## src/rtl/cwb_pkg.sv

```systemverilog
// Package for the coalescing write buffer.
// Holds the fixed line geometry shared by every submodule and the bench.
// Assumes 4-byte store words and power-of-two line sizes.
package cwb_pkg;
    localparam int WORD_BYTES = 4;
    localparam int LINE_BYTES = 32;
    localparam int WADDR_W    = 30;
    localparam int WORDS      = LINE_BYTES / WORD_BYTES;
    localparam int WSEL_W     = $clog2(WORDS);
    localparam int LINE_W     = WADDR_W - WSEL_W;
    localparam int DATA_W     = LINE_BYTES * 8;
    localparam int WDATA_W    = WORD_BYTES * 8;

    typedef logic [LINE_W-1:0]     line_t;
    typedef logic [DATA_W-1:0]     ldata_t;
    typedef logic [LINE_BYTES-1:0] lmask_t;
    typedef logic [WDATA_W-1:0]    wdata_t;
    typedef logic [WORD_BYTES-1:0] wbe_t;
    typedef logic [WSEL_W-1:0]     wsel_t;
endpackage

```

## src/rtl/cwb_ring_ctrl.sv

```systemverilog
// Ring pointer control for the slot array.
// Tracks the oldest slot (head), the next free slot (tail) and the occupancy.
// Assumes the caller never pushes into a full ring unless it pops in the same cycle.
module cwb_ring_ctrl #(
    parameter int ENTRIES = 4,
    localparam int IDX_W  = (ENTRIES > 1) ? $clog2(ENTRIES) : 1,
    localparam int CNT_W  = $clog2(ENTRIES + 1)
) (
    input  logic             clk,
    input  logic             rst_n,
    input  logic             push,
    input  logic             pop,
    output logic [IDX_W-1:0] head_idx,
    output logic [IDX_W-1:0] tail_idx,
    output logic [CNT_W-1:0] occ,
    output logic             full,
    output logic             empty
);
    localparam logic [IDX_W-1:0] LAST_IDX = IDX_W'(ENTRIES - 1);
    localparam logic [CNT_W-1:0] FULL_CNT = CNT_W'(ENTRIES);

    // Advance a pointer with wrap at the last slot.
    function automatic logic [IDX_W-1:0] bump(input logic [IDX_W-1:0] p);
        return (p == LAST_IDX) ? '0 : p + 1'b1;
    endfunction

    // Head pointer moves when the oldest slot leaves.
    always_ff @(posedge clk) begin
        if (!rst_n)   head_idx <= '0;
        else if (pop) head_idx <= bump(head_idx);
    end

    // Tail pointer moves when a fresh slot is taken.
    always_ff @(posedge clk) begin
        if (!rst_n)    tail_idx <= '0;
        else if (push) tail_idx <= bump(tail_idx);
    end

    // Occupancy counts pushes minus pops.
    always_ff @(posedge clk) begin
        if (!rst_n)             occ <= '0;
        else if (push && !pop)  occ <= occ + 1'b1;
        else if (pop && !push)  occ <= occ - 1'b1;
    end

    // Status flags derived from the occupancy.
    always_comb begin
        full  = (occ == FULL_CNT);
        empty = (occ == '0);
    end
endmodule

```

## src/rtl/cwb_line_match.sv

```systemverilog
// Line-address comparator across all slots.
// Reports whether a live slot holds the queried line and which one.
// One slot may be masked out of the search (the slot leaving this cycle).
// Assumes at most one live slot can match, so the lowest match index is taken.
module cwb_line_match #(
    parameter int ENTRIES = 4,
    parameter int LINE_W  = 27,
    localparam int IDX_W  = (ENTRIES > 1) ? $clog2(ENTRIES) : 1
) (
    input  logic [ENTRIES-1:0]             live,
    input  logic [ENTRIES-1:0][LINE_W-1:0] lines,
    input  logic [LINE_W-1:0]              query,
    input  logic                           skip_en,
    input  logic [IDX_W-1:0]               skip_idx,
    output logic                           hit,
    output logic [IDX_W-1:0]               hit_idx
);
    logic [ENTRIES-1:0] eq;

    // Per-slot compare, with the skipped slot forced to miss.
    for (genvar i = 0; i < ENTRIES; i++) begin : g_cmp
        always_comb begin
            eq[i] = live[i] && (lines[i] == query)
                    && !(skip_en && (skip_idx == IDX_W'(i)));
        end
    end

    // Encode the matching slot index.
    always_comb begin
        hit     = |eq;
        hit_idx = '0;
        for (int i = ENTRIES - 1; i >= 0; i--) begin
            if (eq[i]) hit_idx = IDX_W'(i);
        end
    end
endmodule

```

## src/rtl/cwb_byte_merge.sv

```systemverilog
// Byte-lane merge of one store word into a line image.
// Overwrites enabled bytes of the selected word and ORs their mask bits.
// Assumes the caller supplies a cleared line image for a freshly taken slot.
module cwb_byte_merge
    import cwb_pkg::*;
(
    input  ldata_t base_data,
    input  lmask_t base_mask,
    input  wsel_t  word_sel,
    input  wdata_t wdata,
    input  wbe_t   be,
    output ldata_t out_data,
    output lmask_t out_mask
);
    for (genvar w = 0; w < WORDS; w++) begin : g_word
        for (genvar b = 0; b < WORD_BYTES; b++) begin : g_byte
            localparam int LB = w * WORD_BYTES + b;
            logic sel;
            // Select this lane when the word matches and its enable is set.
            always_comb begin
                sel = (word_sel == WSEL_W'(w)) && be[b];
                out_data[LB*8 +: 8] = sel ? wdata[b*8 +: 8] : base_data[LB*8 +: 8];
                out_mask[LB]        = base_mask[LB] | sel;
            end
        end
    end
endmodule

```

## src/rtl/cwb_top.sv

```systemverilog
// Coalescing write buffer between a write-through L1 data cache and L2.
// Takes every store, merges stores that hit a buffered line, drains slots
// oldest first over a valid/ready port, and stalls stores only when no slot
// is free, no merge is possible and nothing drains this cycle.
// Assumes the store source holds its request while st_stall is high.
module cwb_top
    import cwb_pkg::*;
#(
    parameter int ENTRIES = 4,
    localparam int IDX_W  = (ENTRIES > 1) ? $clog2(ENTRIES) : 1,
    localparam int CNT_W  = $clog2(ENTRIES + 1)
) (
    input  logic                 clk,
    input  logic                 rst_n,
    input  logic                 st_valid,
    input  logic [WADDR_W-1:0]   st_waddr,
    input  logic [WDATA_W-1:0]   st_data,
    input  logic [WORD_BYTES-1:0] st_be,
    output logic                 st_stall,
    output logic                 dn_valid,
    input  logic                 dn_ready,
    output logic [LINE_W-1:0]    dn_line,
    output logic [DATA_W-1:0]    dn_data,
    output logic [LINE_BYTES-1:0] dn_mask
);
    // Slot storage.
    logic [ENTRIES-1:0]             ent_live;
    logic [ENTRIES-1:0][LINE_W-1:0] ent_line;
    ldata_t                         ent_data [ENTRIES];
    lmask_t                         ent_mask [ENTRIES];

    // Control wires.
    logic [IDX_W-1:0] head_idx, tail_idx, hit_idx, tgt_idx;
    logic [CNT_W-1:0] occ;
    logic             full, empty, hit;
    logic             dn_fire, can_alloc, st_take, do_merge, do_alloc;
    line_t            st_line;
    wsel_t            st_word;
    ldata_t           base_data, new_data;
    lmask_t           base_mask, new_mask;

    // Split the store word address into line and word select.
    always_comb begin
        st_line = st_waddr[WADDR_W-1:WSEL_W];
        st_word = st_waddr[WSEL_W-1:0];
    end

    cwb_ring_ctrl #(.ENTRIES(ENTRIES)) u_ring (
        .clk      (clk),
        .rst_n    (rst_n),
        .push     (do_alloc),
        .pop      (dn_fire),
        .head_idx (head_idx),
        .tail_idx (tail_idx),
        .occ      (occ),
        .full     (full),
        .empty    (empty)
    );

    cwb_line_match #(.ENTRIES(ENTRIES), .LINE_W(LINE_W)) u_match (
        .live     (ent_live),
        .lines    (ent_line),
        .query    (st_line),
        .skip_en  (dn_fire),
        .skip_idx (head_idx),
        .hit      (hit),
        .hit_idx  (hit_idx)
    );

    // Downstream presentation of the oldest slot.
    always_comb begin
        dn_valid = !empty;
        dn_line  = ent_line[head_idx];
        dn_data  = ent_data[head_idx];
        dn_mask  = ent_mask[head_idx];
        dn_fire  = dn_valid && dn_ready;
    end

    // Store acceptance, stall and slot choice.
    always_comb begin
        can_alloc = !full || dn_fire;
        st_stall  = st_valid && !hit && !can_alloc;
        st_take   = st_valid && !st_stall;
        do_merge  = st_take && hit;
        do_alloc  = st_take && !hit;
        tgt_idx   = hit ? hit_idx : tail_idx;
        base_data = hit ? ent_data[hit_idx] : '0;
        base_mask = hit ? ent_mask[hit_idx] : '0;
    end

    cwb_byte_merge u_merge (
        .base_data (base_data),
        .base_mask (base_mask),
        .word_sel  (st_word),
        .wdata     (st_data),
        .be        (st_be),
        .out_data  (new_data),
        .out_mask  (new_mask)
    );

    // Slot live bits: cleared on drain, set on allocation (same slot may do both).
    always_ff @(posedge clk) begin
        if (!rst_n) begin
            ent_live <= '0;
        end else begin
            if (dn_fire)  ent_live[head_idx] <= 1'b0;
            if (do_alloc) ent_live[tail_idx] <= 1'b1;
        end
    end

    // Slot payload update on merge or allocation.
    always_ff @(posedge clk) begin
        if (!rst_n) begin
            for (int i = 0; i < ENTRIES; i++) begin
                ent_line[i] <= '0;
                ent_data[i] <= '0;
                ent_mask[i] <= '0;
            end
        end else if (do_merge || do_alloc) begin
            ent_line[tgt_idx] <= st_line;
            ent_data[tgt_idx] <= new_data;
            ent_mask[tgt_idx] <= new_mask;
        end
    end
endmodule

```

## config.mk

```make
export PLATFORM = sky130hd
export DESIGN_NAME = cwb_top
export DESIGN_NICKNAME = d
export VERILOG_FILES = /design/src/rtl/cwb_pkg.sv /design/src/rtl/cwb_ring_ctrl.sv /design/src/rtl/cwb_line_match.sv /design/src/rtl/cwb_byte_merge.sv /design/src/rtl/cwb_top.sv
export SDC_FILE = /design/constraint.sdc
export NUM_CORES = 2
export LEC_CHECK = 0
export ABC_CLOCK_PERIOD_IN_PS = 10700
export CAP_MARGIN = 20
export CELL_PAD_IN_SITES_DETAIL_PLACEMENT = 0
export CELL_PAD_IN_SITES_GLOBAL_PLACEMENT = 1
export CORE_MARGIN = 2
export CORE_UTILIZATION = 46
export CTS_CLUSTER_DIAMETER = 30
export DETAILED_ROUTE_END_ITERATION = 10
export GPL_TIMING_DRIVEN = 0
export PLACE_DENSITY = 0.86
export SYNTH_ARGS = -nofsm -noshare
export SYNTH_HDL_FRONTEND = slang
export SYNTH_HIERARCHICAL = 1
export SYNTH_SLANG_ARGS = --single-unit
```

## constraint.sdc

```tcl
create_clock -name clk -period 10.7 [get_ports clk]
set_input_delay 2.14 -clock clk [delete_from_list [all_inputs] [get_ports clk]]
set_output_delay 2.14 -clock clk [all_outputs]
set_load 0.01 [all_outputs]
```

# Yosys cells after proc, flatten, opt, wreduce, memory -nomap -nowiden
# Memories as Yosys holds them, arrays and structs flattened. A register that Yosys moved wholly into a read port is not among the register bits.
# Index checks and enable logic that the tools add are counted.
# totals
regBits,119
latch_bits,0
mem_bits_rw,1152
romBits,0
in_bits,70
memories,2
# classes
n_addsub,4
mul,0
n_div,0
magnitude_cmp,6
eq_ne,16
shifts,0
muxes,69
bitwise_logic,35
reduce_logical,75
# mem_list
memory,depth,word_bits,read_ports,rd_clocked_by_memory_dff,wr,line,rtl
ent_data,4,256,2,1,4,cwb_top.sv:29,ldata_t ent_data [ENTRIES];
ent_mask,4,32,2,1,4,cwb_top.sv:30,lmask_t ent_mask [ENTRIES];
# op_table
cell,n
$mux 256,2
$mux 8,32
$reduce_or 256->1,1
$bwmux 108,1
$eq 27x27->1,4
$mux 32,2
$logic_and 1x1->1,55
$bmux 27 s2,1
$demux 27 s2,1
$mux 27,2
$or 1x1->1,32
$reduce_or 32->1,1
$mux 2,13
$eq 3x3->1 const B,5
$mux 4,3
$logic_not 1->1,11
$lt 2x3->1 const B,3
$mux 1,8
$eq 2x2->1 const B,3
$eq 3x2->1 const B,2
$ge 2x1->1 const B,3
$logic_not 3->1,2
$mux 3,2
$add 2x1->2 const B,2
12 further kinds,14

# Longest topological paths before layout
# depth
ltp_word,19
ltp_mapped,18
depth_no_buf,16

# Cells and area by module
# The synthesis kept the hierarchy.
# modules_own_cells
mod,instances,cells_per_inst,area_per_inst_um2
cwb_top,1,4013,63562.2
cwb_byte_merge,1,345,3708.6
cwb_line_match,1,162,1306.3
cwb_ring_ctrl,1,33,349.1

# Worst setup path after synthesis
# No wires, ideal clock.
# synth_timing
kind,input port to flip-flop
startpoint,in st_waddr[16]
endpoint,mem ent_data[1][0] in the netlist's numbering (enable)
setup_ps,2192
arrival_time_ps,9097
required_ps,8508
slack_ps,-589
cell_stages,11
cell_sequence,buf_4 > xnor2_2 > nand4_1 > or4_1 > or2_1 > a221oi_2 > and3b_1 > o221ai_1 > buf_2 > buf_4 > nand2_1
# synth_lines
item,line,rtl
from (decl),cwb_top.sv:16,"input logic [WADDR_W-1:0] st_waddr,"
to (decl),cwb_top.sv:29,

# Worst setup path after layout
# layout_timing
startpoint,in dn_ready
endpoint,out st_stall
# layout_via
elab_chain_len,8
elab_cells_between_ends,19
classes_between,reduce/logical: 19
# layout_rtl
item,line,rtl
from (decl),cwb_top.sv:21,"input logic dn_ready,"
$logic_and 1x1->1 *,cwb_top.sv:76,dn_fire = dn_valid && dn_ready;
named net dn_fire,cwb_top.sv:36,"logic dn_fire, can_alloc, st_take, do_merge, do_alloc;"
$logic_and 1x1->1,cwb_line_match.sv:24,&& !(skip_en && (skip_idx == IDX_W'(i)));
$logic_not 1->1,cwb_line_match.sv:24,
$logic_and 1x1->1,cwb_line_match.sv:24,
$reduce_or 4->1 *,cwb_line_match.sv:30,hit = |eq;
named net hit,cwb_top.sv:35,"logic full, empty, hit;"
$logic_not 1->1 *,cwb_top.sv:82,st_stall = st_valid && !hit && !can_alloc;
$logic_and 1x1->1 * (2 in a row),cwb_top.sv:82,
to (decl),cwb_top.sv:19,"output logic st_stall,"
# The timed path passes the listed nets; every way through them passes the cells marked *.

==> results.txt <==
* Critical path launch point: dn_ready
- Of the available clock period, the critical path in the final layout requires 80.2%.
* Power per cell area: 224 nW/um2
* Number of different library cells in the post-synthesis netlist: 52
- Counting I/O delays and the setup requirement, the final critical path takes 8.58 ns.
- R2r setup slk: 4.33 ns
- In the synthesized netlist the dominant register cell turns out to be sky130_fd_sc_hd__edfxtp_1.
- Die ar.: 153,000 um2
- In this run the standard cell core region covers 149,000 um2.
- The worst setup path is captured at an output port.
* Global routing usage on met1: 37.6%
- First-pass GRT wire length: 334 mm
- Final Setup Violations: 0
- In the synthesized netlist the async set-or-reset flop fraction comes to 0%.
* Clock slew seen by the registers of the worst setup and hold paths: 0.04 ns
- Once the clock tree was built, the setup fixing pass inserted 0 buffers.
* Vias in the first global route: 49,000
- Summed over all layers, the global routing overflow is 0.
* Category of the most critical setup path: in -> out
* Latest clock arrival within the worst-skew pair: 0.94 ns
- Height of the die: 391 um
- For this design, the CTS-stage hold fixing added 0 buffers.
- TritonCTS built the clock tree.
* Iteration-0 DRC count of the detailed router: 6,224
- Yosys printed 6 warnings.
- Utilization of the core after routing: 57.9%
- Leakage Power: 35.1 nW
- The number of gates resized after CTS was 0.
* Power spent charging and discharging nets: 5.34 mW
- Routability-driven placement finished with a final weighted congestion of 0.899.
* Mapped Avg Cell Area: 15.1 um2
- Clock tree synthesis found a total of 1,271 sinks.
- HPWL after detailed placement: 151 mm
- Total power after layout: 19.4 mW
- Number of max-slew violations in the final report: 0
- Starting density of the core: 46.2%
* Met2 Track Usage GR: 47.5%
- Setup crit start kind: input pin
- Die width: 391 um
- OpenSTA, run right after detailed placement, puts the worst setup slack at 2.15 ns.
- Routed vias: 48,100
* Input/output buffers: 382
- In the routed layout, each cell is associated on average with a via count of 6.42.
- Final worst-path setup slack: 2.12 ns
- Maximum level of the CTS H-tree: 5
- Flop pwr share: 31.5%
- Worst Hold Margin: 0.486 ns
- In this run the critical register-to-register path is launched from u_ring/occ[1].
- Largest fanout on the critical path: 16
- In the final layout, the share of cells above drive strength 1 is 30.2%.
* Mapped Cells: 4,553
- NumNets Final: 5,353
- Relative to the synthesized area, the layout overhead comes to 25.3%.
- Clock share of power: 47.8%
- Number of rows created at floorplan: 142
* Comb power frac: 20.8%
- The mapped netlist covers 68,900 um2.
* Fillers: 11,300
* Setup repair after global routing missed its margin: no
* Critical path required time: 8.56 ns
* Worst ir drop on vdd: 0.205 mV
* Net Sw Frac: 27.6%
- Number of register bits inferred by synthesis: 1,271
- After detailed routing, the number of remaining DRC violations is 0.
* Number of buffers created by CTS: 307
* Seq/Total Area, Yosys: 53.6%
- Cell type with the largest total area after synthesis: sky130_fd_sc_hd__edfxtp_1
- Post-Route WL: 235 mm
- Class of the worst hold path: reg -> reg
- For the pin with the worst max-slew slack, the measured transition is 1.13 ns.
* Mean routed wirelength per cell: 31.4 um
* Number of flops mapped to enable cells by yosys: 1,152
* Post-synthesis net count: 4,627
* Count of placed standard cells including taps: 6,914
* Met3 Resource Use GR: 9.30%
- GRT busiest layer: met2
- The clock arrives with 0.0735 ns of skew.
- Cell internal power was estimated by the tool at 14.0 mW.
- The initial antenna violation count came to 32.
* Hold wc startpoint: ent_line[81]
- Top cell type's share of synthesized area: 50.2%
- Final std cells w/o fill: 7,493
- The final number of hold-violating endpoints was 0.
* Master cell of the clock root buffer: sky130_fd_sc_hd__clkbuf_16
- The count of nets left with antenna violations once routing finished came out at 0.
- Max clock buf depth: 4
- Worst slew margin: 24.5%
- Across the run, the number of max-cap violations was 0.
* Result of the run: completed
* Max Freq: 0.117 GHz
- The first detailed-routing pass ran for 6 iterations.
* Largest net degree at the start of global routing: 100
* Ranking of synthesized cells by area: sky130_fd_sc_hd__edfxtp_1 (50%), sky130_fd_sc_hd__mux4_2 (20%), sky130_fd_sc_hd__and3_1 (7.9%)
* Top-level port count: 387
- All-layer global routing usage: 30.4%
* Arrival time of the worst setup path: 6.44 ns
[worst paths after layout]
check / to / depth (start not counted)
min: ent_line[81] / 2
max reg2reg: ent_data[0][169] / 17
min reg2reg: ent_line[81] / 2
max: st_stall / 13
[metrics by stage]
| stage | setup TNS (ns) | cell area (um2) |
|---|---|---|
| 2_1_floorplan | 0 | 68900 |
| 3_3_place_gp | -2411.33 | 75200 |
| 3_5_place_dp | 0 | 76000 |
| 4_1_cts | 0 | 86300 |
| 5_1_grt | 0 | 86300 |
| 6_report | 0 | 86400 |
[logic make-up (layout without fill, tap and decap cells)]
| logic type | Yosys count | in the layout | synth area share, % |
|---|---|---|---|
| mux | 970 | 970 | 25.5 |
| fa+ha+maj | 4 | 4 | 0.0835 |
| simple gates | 1719 | 1719 | 15.5 |
| buf+inv | 457 | 1403 | 3.60 |
| other cells | 0 | 50 | 0 |
| compound gates | 22 | 22 | 0.263 |
| flops | 1271 | 1271 | 53.6 |
| xor+xnor | 110 | 110 | 1.42 |
[area by class of cell]
class | count | area [um2] | share of cell area, %
repair buffers | 417 | 4630 | 5.35
well taps | 1944 | 2430 | 2.82
clock inverters | 175 | 2070 | 2.39
clock buffers | 354 | 8150 | 9.43
inverters | 9 | 33.8 | 0.0391
plain buffers | 448 | 2450 | 2.83
multi-input cells | 2825 | 29500 | 34.2
flip-flops and latches | 1271 | 37000 | 42.8
diodes | 50 | 125 | 0.145
[routing by layer]
metal | vias to the layer above | share of wire [%]
li1 | 19500 | -
met1 | 24500 | 34
met2 | 3429 | 47
met3 | 600 | 13
met4 | 4 | 5.6
met5 | - | 0.011
[Yosys cell counts (2+ instances only)]
master,n
sky130_fd_sc_hd__edfxtp_1,1152
sky130_fd_sc_hd__a41o_1,4
sky130_fd_sc_hd__nand4_1,19
sky130_fd_sc_hd__and4bb_2,10
sky130_fd_sc_hd__xnor2_2,2
sky130_fd_sc_hd__o221ai_1,4
sky130_fd_sc_hd__xnor2_1,75
sky130_fd_sc_hd__buf_4,18
sky130_fd_sc_hd__nand4b_2,12
sky130_fd_sc_hd__nor4_1,12
sky130_fd_sc_hd__nor3b_1,6
sky130_fd_sc_hd__and3b_1,3
sky130_fd_sc_hd__dfxtp_1,119
sky130_fd_sc_hd__and2_1,577
sky130_fd_sc_hd__clkbuf_1,206
sky130_fd_sc_hd__buf_6,68
sky130_fd_sc_hd__clkbuf_2,3
sky130_fd_sc_hd__or2_2,16
sky130_fd_sc_hd__a31oi_1,4
sky130_fd_sc_hd__mux4_2,603
sky130_fd_sc_hd__mux2_2,256
sky130_fd_sc_hd__or2_1,4
sky130_fd_sc_hd__nand3_1,4
sky130_fd_sc_hd__nor2b_1,6
sky130_fd_sc_hd__inv_1,8
sky130_fd_sc_hd__nor4b_4,4
sky130_fd_sc_hd__and3_1,866
sky130_fd_sc_hd__o21a_1,2
sky130_fd_sc_hd__nand2b_4,2
sky130_fd_sc_hd__nand2_1,148
sky130_fd_sc_hd__ha_1,3
sky130_fd_sc_hd__buf_1,7
sky130_fd_sc_hd__a21boi_1,2
sky130_fd_sc_hd__nor4bb_1,2
sky130_fd_sc_hd__nor3_1,4
sky130_fd_sc_hd__nand4_2,4
sky130_fd_sc_hd__xor2_1,33
sky130_fd_sc_hd__mux2i_1,111
sky130_fd_sc_hd__nand2b_1,16
sky130_fd_sc_hd__buf_2,146
[worst max-delay path, stage by stage]
cell and delay [ns]:
sky130_fd_sc_hd__clkdlybuf4s50_1 0.56, sky130_fd_sc_hd__nand2b_4 0.15, sky130_fd_sc_hd__inv_2 0.13, sky130_fd_sc_hd__nor3b_1 0.18
sky130_fd_sc_hd__nor4_1 0.49, sky130_fd_sc_hd__nand4_1 0.16, sky130_fd_sc_hd__nor4_1 0.50, sky130_fd_sc_hd__nand4b_1 0.26
sky130_fd_sc_hd__buf_6 0.15, sky130_fd_sc_hd__clkbuf_1 0.76, sky130_fd_sc_hd__nor2b_1 0.11, sky130_fd_sc_hd__and3_1 0.31
sky130_fd_sc_hd__clkdlybuf4s50_1 0.52
[flip-flops by register name (all words and copies together) (netlist names)]
name / cells
u_ring/tail_idx: 2
ent_line: 108
ent_mask: 128
ent_data: 1024
u_ring/occ: 3
u_ring/head_idx: 2
ent_live: 4
[placed cells by master, fill, tap and decap left out, types with 18 or more instances in the layout]
master	n
sky130_fd_sc_hd__nand2_1	144
sky130_fd_sc_hd__dfxtp_1	119
sky130_fd_sc_hd__nand4_1	19
sky130_fd_sc_hd__and2_1	577
sky130_fd_sc_hd__clkbuf_1	234
sky130_fd_sc_hd__and3_1	866
sky130_fd_sc_hd__diode_2	50
sky130_fd_sc_hd__bufinv_16	42
sky130_fd_sc_hd__mux4_2	603
sky130_fd_sc_hd__buf_2	160
sky130_fd_sc_hd__mux2_2	256
sky130_fd_sc_hd__clkinv_2	43
sky130_fd_sc_hd__edfxtp_1	1152
sky130_fd_sc_hd__mux2i_1	111
sky130_fd_sc_hd__buf_6	69
sky130_fd_sc_hd__clkinv_1	38
sky130_fd_sc_hd__clkbuf_16	316
sky130_fd_sc_hd__clkinvlp_4	23
sky130_fd_sc_hd__buf_16	28
sky130_fd_sc_hd__xnor2_1	75
sky130_fd_sc_hd__xor2_1	33
sky130_fd_sc_hd__buf_4	18
sky130_fd_sc_hd__clkdlybuf4s50_1	368
[power by group through the flow]
stage | logic [mW] | clock network [mW] | registers [mW]
after global routing | 4.13 | 9.55 | 6.14
after detailed placement | 3.96 | 0 | 6.17
after CTS | 3.99 | 9.28 | 6.09
after floorplan | 2.00 | 0 | 6.15
after global placement | 3.89 | 0 | 6.26
final | 4.02 | 9.26 | 6.10
No activity file was read; power rests on OpenSTA's default activity.
